==> src/rtl/seg_chk_pkg.sv <==
package seg_chk_pkg;

    localparam int NUM_RULES = 7;

    // bit positions in the pulse and sticky vectors
    typedef enum int unsigned {
        RULE_MULTI_SOP  = 0,
        RULE_SOP_OPEN   = 1,
        RULE_IDLE_CYC   = 2,
        RULE_IDLE_GAP   = 3,
        RULE_ORPHAN     = 4,
        RULE_LATE_XFER  = 5,
        RULE_OVF_XFER   = 6
    } rule_e;

    typedef logic [NUM_RULES-1:0] rule_vec_t;

    // classification of one segment after enable qualification
    typedef struct packed {
        logic act;
        logic start;
        logic fin;
    } seg_t;

    typedef struct packed {
        logic multi_sop;
        logic sop_open;
        logic idle_gap;
        logic orphan;
    } frame_viol_t;

    typedef struct packed {
        logic idle_cyc;
        logic late_xfer;
        logic ovf_xfer;
    } flow_viol_t;

    function automatic rule_vec_t pack_rules(frame_viol_t f, flow_viol_t w);
        rule_vec_t v;
        v = '0;
        v[RULE_MULTI_SOP] = f.multi_sop;
        v[RULE_SOP_OPEN]  = f.sop_open;
        v[RULE_IDLE_CYC]  = w.idle_cyc;
        v[RULE_IDLE_GAP]  = f.idle_gap;
        v[RULE_ORPHAN]    = f.orphan;
        v[RULE_LATE_XFER] = w.late_xfer;
        v[RULE_OVF_XFER]  = w.ovf_xfer;
        return v;
    endfunction

endpackage

==> src/rtl/seg_chk_frame.sv <==
module seg_chk_frame
    import seg_chk_pkg::*;
#(
    parameter int NUM_SEG = 4
) (
    input  logic               clk,
    input  logic               rst,
    input  logic [NUM_SEG-1:0] seg_ena,
    input  logic [NUM_SEG-1:0] seg_sop,
    input  logic [NUM_SEG-1:0] seg_eop,
    output frame_viol_t        viol,
    output logic               open_at_start,
    output logic               any_active
);

    seg_t               seg [NUM_SEG];
    logic [NUM_SEG-1:0] start_v;
    logic               open_q;
    logic               open_w;
    logic               sop_open_w;
    logic               orphan_w;
    logic               gap_w;

    // disabled segments lose their flags here
    for (genvar g = 0; g < NUM_SEG; g++) begin : g_seg
        assign seg[g].act   = seg_ena[g];
        assign seg[g].start = seg_ena[g] & seg_sop[g];
        assign seg[g].fin   = seg_ena[g] & seg_eop[g];
        assign start_v[g]   = seg_ena[g] & seg_sop[g];
    end

    // walk segments in packet order, earliest first
    always_comb begin
        open_w     = open_q;
        sop_open_w = 1'b0;
        orphan_w   = 1'b0;
        gap_w      = 1'b0;
        for (int i = 0; i < NUM_SEG; i++) begin
            if (seg[i].act) begin
                if (seg[i].start) begin
                    sop_open_w = sop_open_w | open_w;
                    open_w     = 1'b1;
                end else if (!open_w) begin
                    orphan_w = 1'b1;
                end
                if (seg[i].fin) begin
                    open_w = 1'b0;
                end
            end else if (open_w) begin
                gap_w = 1'b1;
            end
        end
    end

    always_ff @(posedge clk) begin
        if (rst) begin
            open_q <= 1'b0;
        end else begin
            open_q <= open_w;
        end
    end

    assign any_active     = |seg_ena;
    assign open_at_start  = open_q;
    assign viol.multi_sop = ($countones(start_v) > 1);
    assign viol.sop_open  = sop_open_w;
    assign viol.idle_gap  = gap_w & any_active;
    assign viol.orphan    = orphan_w;

endmodule

==> config.mk <==
export PLATFORM = sky130hd
export DESIGN_NAME = seg_chk_frame
export DESIGN_NICKNAME = d
export VERILOG_FILES = /design/src/rtl/seg_chk_pkg.sv /design/src/rtl/seg_chk_frame.sv
export SDC_FILE = /design/constraint.sdc
export NUM_CORES = 1
export LEC_CHECK = 0
export ABC_AREA = 1
export BUFFER_PORTS_ARGS = -buffer_cell sky130_fd_sc_hd__buf_4
export CAP_MARGIN = 15
export CORE_AREA = 2 2 39 41
export CTS_CLUSTER_SIZE = 20
export DETAILED_ROUTE_END_ITERATION = 12
export DIE_AREA = 0 0 41 43
export PLACE_DENSITY = 0.54
export SETUP_SLACK_MARGIN = 0.3
export SLEW_MARGIN = 20
export SYNTH_ARGS = -nofsm -noshare
export SYNTH_HDL_FRONTEND = slang
export SYNTH_SLANG_ARGS = --single-unit
==> constraint.sdc <==
create_clock -name clk -period 1.35 [get_ports clk]
set_input_delay 0.0675 -clock clk [delete_from_list [all_inputs] [get_ports clk]]
set_output_delay 0.0675 -clock clk [all_outputs]
set_load 0.01 [all_outputs]
# Word level (Yosys, flattened, before mapping)
# Cells that the tools add are included.
dict set report totals {
  reg_bits 1
  in_bits 14
  out_inout_bits 6
  word_cells 58
}
dict set report classes {
  add_sub_neg 3
  magnitude_cmp 1
  muxes 40
  n_bitwise 12
  n_reduce_logical 1
}
# cell n
set op_table {}
lappend op_table {{1-bit 2-to-1 mux} 40}
lappend op_table {{1-bit AND} 9}
lappend op_table {{1-bit by 1-bit adder with 2-bit output} 2}
lappend op_table {{4-bit OR reduction} 1}
lappend op_table {{2-bit by 2-bit adder with 3-bit output} 1}
lappend op_table {{3-bit by 1-bit greater-than comparator with 1-bit output (second input constant)} 1}
lappend op_table {{1-bit OR} 3}

# Logic depth before layout (Yosys ltp)
dict set report logic_depth {
  ltp_word 13
  ltp_mapped 10
  ltp_nobuf 9
}

# Worst setup path after synthesis
# No wires, ideal clock.
dict set report synth_timing {
  path_kind {reg2out}
  startpoint {register open_q, in the netlist open_at_start}
  endpoint {output port viol[2] (netlist bit)}
  t_arrival_ps 1047
  required_time_ps 1283
  setup_slack_ps 235
  path_stages_with_launch 10
  path_buffers 1
  cell_sequence {dfxtp_1 -> inv_2 -> nand2_2 -> nand2_4 -> nand2_4 -> nand2_4 -> o21ai_0 -> inv_1 -> o21ai_1 -> buf_4}
}
dict set report synth_between {
  elab_chain_cells 12
  elab_cells_between_ends 20
  cone_classes {17 x mux; 3 x bitwise}
}
# element line
set synth_rtl {}
lappend synth_rtl {{start, declared} seg_chk_frame.sv:18} ;# logic open_q;
lappend synth_rtl {{start signal, assigned} seg_chk_frame.sv:59} ;# open_q <= open_w;
lappend synth_rtl {{1-bit 2-to-1 mux} seg_chk_frame.sv:40} ;# if (seg[i].start) begin
lappend synth_rtl {{1-bit 2-to-1 mux} seg_chk_frame.sv:46} ;# if (seg[i].fin) begin
lappend synth_rtl {{1-bit 2-to-1 mux} seg_chk_frame.sv:39} ;# if (seg[i].act) begin
lappend synth_rtl {{1-bit OR / 1-bit 2-to-1 mux (equally long branches)} {seg_chk_frame.sv:41, seg_chk_frame.sv:40}}
lappend synth_rtl {{1-bit 2-to-1 mux (on tied branches)} {seg_chk_frame.sv:40, seg_chk_frame.sv:46}}
lappend synth_rtl {{1-bit 2-to-1 mux} seg_chk_frame.sv:39}
lappend synth_rtl {{1-bit OR / 1-bit 2-to-1 mux (equally long branches)} {seg_chk_frame.sv:41, seg_chk_frame.sv:40}}
lappend synth_rtl {{1-bit 2-to-1 mux (on tied branches)} {seg_chk_frame.sv:40, seg_chk_frame.sv:46}}
lappend synth_rtl {{1-bit 2-to-1 mux} seg_chk_frame.sv:39}
lappend synth_rtl {{1-bit OR} seg_chk_frame.sv:41} ;# sop_open_w = sop_open_w | open_w;
lappend synth_rtl {{1-bit 2-to-1 mux} seg_chk_frame.sv:40}
lappend synth_rtl {{1-bit 2-to-1 mux *} seg_chk_frame.sv:39}
lappend synth_rtl {{end, declared} seg_chk_frame.sv:11} ;# output frame_viol_t viol,
# Every way passes the cells marked *; elsewhere a longest branch is shown, timed or not.

==> flow_summary.yaml <==
job:
  maxCapViolations: 0
synth:
  synth.cell_area_um2: 279
  synth_fp_nets: 61
  synth.ff_latch_count: 1
  yosysSeqAreaShare: 0.0717
  syn_area_per_cell_um2: 6.07
  yosys_warnings: 0
  syn_inst: 46
  ys_types: 17
global_route:
  grt_pass1_wl_um: 1140
  first_global_vias: 284
  grt_max_degree: 7
  grt_overflow_total: 0
  grt_util_all_layers: 0.0831
  antenna_violations_before_repair: 0
power_and_ir_drop:
  comb_power_share: 0.837
  vdd_ir_drop_max_v: 0.000148
  power_frac_seq: 0.163
  fin_total_pwr_mw: 0.214
  net_switching_component_of_the_power_mw: 0.0908
  internal_power_mw: 0.123
  leakage_nw: 0.247
  pwr_density_cell_mw_per_mm2: 450
  clock_power_share: 0
  netSwitchingFraction: 0.425
critical_path:
  rr_worst_depth: 8
  worst_r2r_startpoint: "open_at_start$_SDFF_PP0_"
  ff2ff_setup_slack_ps: 420
  crit_required_ps: 1280
  crit_path_max_incr_delay_ps: 310
  crit_type: "register to output pin"
  timing.critical_path.to_type: "output pin"
  crit_path_cell_trace: "inv_2 -> nand2_2 -> nand2_4 -> nand2_4 -> nand2_4 -> nand2_4 -> nand3_2 -> a21oi_2 -> buf_4"
  crit_path_frequent_cell: "sky130_fd_sc_hd__nand2_4"
  critical_path.max_fanout: 4
  rr_endpoint: "open_at_start$_SDFF_PP0_"
  start_kind: "register"
  worst_ep_arrival_time_ps: 1000
  critPathSlowestCell: "sky130_fd_sc_hd__dfxtp_2"
placement:
  dp.final_hpwl_um: 559
  numPortBuffers: 19
  gp_congestion: 0.690
detailed_routing:
  routed-via-count: 332
  drt-wirelength-per-cell_um: 8.18
  drt-initial-drc-count: 0
  firstDrtPassIters: 1
  postRouteAntennaNets: 0
  drc: 0
  finalWirelength_um: 654
  via_per_inst: 4.15
clock_network:
  postCtsHoldBufs: 0
  clkSlewWorstSetupHoldPaths_ps: 0
  worstSkewPairLatency_ps: 0
floorplanning:
  die_width_um: 41
  design.portCount: 20
  die_height_um: 43
  fp.coreArea_mm2: 0.00138
  start_util: 0.202
  num_rows: 14
  die_area_mm2: 0.00176
worst_hold_path:
  worstHoldPathCells: 3
  hold_path_startpoint: "rst"
  min_path_type: "primary input to register"
  whs_endpoint: "open_at_start$_SDFF_PP0_"
timing:
  fmax_ghz: 0.940
  report.final.slew_viol_count: 0
  final_hold_violating_endpoints: 0
  timing.max_slew.rel_slack: 0.721
  layout_min_cycle_time_ps: 1060
  fin_setup_tns_ps: 0
  grt_setup_unrepaired: "yes"
  layout_worst_path_cycle_share: 0.788
  skew_ps: 0
  worstMarginPinSlew_ps: 415
  setup_violations: 0
cells_and_area:
  nets: 81
  n_antenna_cell: 0
  drive_gt1_frac: 0.516
  most_frequent_standard_cell_in_the_layout_excluding_fill_and_tap_cells: "sky130_fd_sc_hd__buf_4"
  layout_common_cells: "18 x sky130_fd_sc_hd__buf_4, 8 x sky130_fd_sc_hd__nand2_4, 7 x sky130_fd_sc_hd__inv_1, 7 x sky130_fd_sc_hd__nand3_1, 6 x sky130_fd_sc_hd__nand2_1"
  syn_to_final_growth_pct: 70.4
  largest_register_ff_count: 1
run_status:
  status: "complete, no violations"
-- kinds of logic (layout without fill, tap and decap cells) --
logic type,Yosys count,after routing,share of synthesized area
adder cells (fa/ha/maj),1,1,0.0718
AO/OA/AOI/OAI,7,7,0.148
AND/OR/NAND/NOR,27,27,0.547
buffers and inverters,10,28,0.161
flip-flops,1,1,0.0718
-- cells in the mapped netlist (all sizes together) --
| cell | n | area (um2) |
|---|---|---|
| nand2 | 15 | 91.3 |
| nor3b | 1 | 7.51 |
| o21ai | 4 | 20.0 |
| a21oi | 2 | 13.8 |
| dfxtp | 1 | 20.0 |
| nor4 | 1 | 6.26 |
| nor2 | 2 | 7.51 |
| a21boi | 1 | 7.51 |
| nand3 | 8 | 40.0 |
| fa | 1 | 20.0 |
| inv | 8 | 30.0 |
| buf | 2 | 15.0 |
-- critical path, delay by kind of cell, from the launching register on --
| family | cells | cell delay [ps] |
|---|---|---|
| compound gates | 1 | 120 |
| buf+inv | 2 | 170 |
| flops | 1 | 310 |
| simple gates | 6 | 410 |
-- worst max-delay path by stage --
stage	from	end	slack (ps)	depth (start not counted)
5_1_grt	open_at_start$_SDFF_PP0_	viol[0]	180	10
3_3_place_gp	seg_ena[3]	viol[3]	210	5
6_report	open_at_start$_SDFF_PP0_	viol[1]	290	9
3_5_place_dp	seg_ena[3]	viol[3]	170	5
4_1_cts	open_at_start$_SDFF_PP0_	viol[1]	290	9
2_1_floorplan	open_at_start$_SDFF_PP0_	viol[0]	310	10
-- layout make-up --
class,instances,area (um2)
fill,155,908
multi-input combinational,35,246
timing repair buffer,20,158
inverter,8,30.0
sequential,1,21.3
tap,16,20.0
-- metrics by stage --
| step | worst slack, ps | hold slack (ps) | util | instance area (um2) | std cells |
|---|---|---|---|---|---|
| floorplan | 306 | 241 | - | 280 | 46 |
| global route | 182 | 351 | 0.344 | 475 | 80 |
| global placement | 206 | 339 | 0.309 | 428 | 79 |
| CTS | 287 | 336 | 0.340 | 470 | 80 |
| detailed placement | 173 | 336 | 0.309 | 428 | 79 |
| finish | 286 | 336 | 0.344 | 475 | 80 |
-- power groups by stage --
stage / clock network (mW) / logic, mW / registers (mW)
floorplan: 0 / 0.0950 / 0.0363
global placement: 0 / 0.160 / 0.0354
detailed placement: 0 / 0.160 / 0.0354
CTS: 0 / 0.178 / 0.0348
global route: 0 / 0.198 / 0.0353
finish: 0 / 0.179 / 0.0347
-- timing repair --
item,CTS,global route
setup buffers,1,0
resized for setup,9,1
setup endpoints to repair,4,4
pin swaps,4,2
endpoints found under the hold margin,0,0
-- layer usage --
| layer | up-vias | GRT usage | part of all wire |
|---|---|---|---|
| met2 | 10 | 0.128 | 0.44 |
| li1 | 188 | - | - |
| met3 | 0 | 0 | 0.076 |
| met5 | - | 0 | 0 |
| met4 | 0 | 0 | 0 |
| met1 | 134 | 0.134 | 0.48 |
Power figures use the tool's default switching activity.
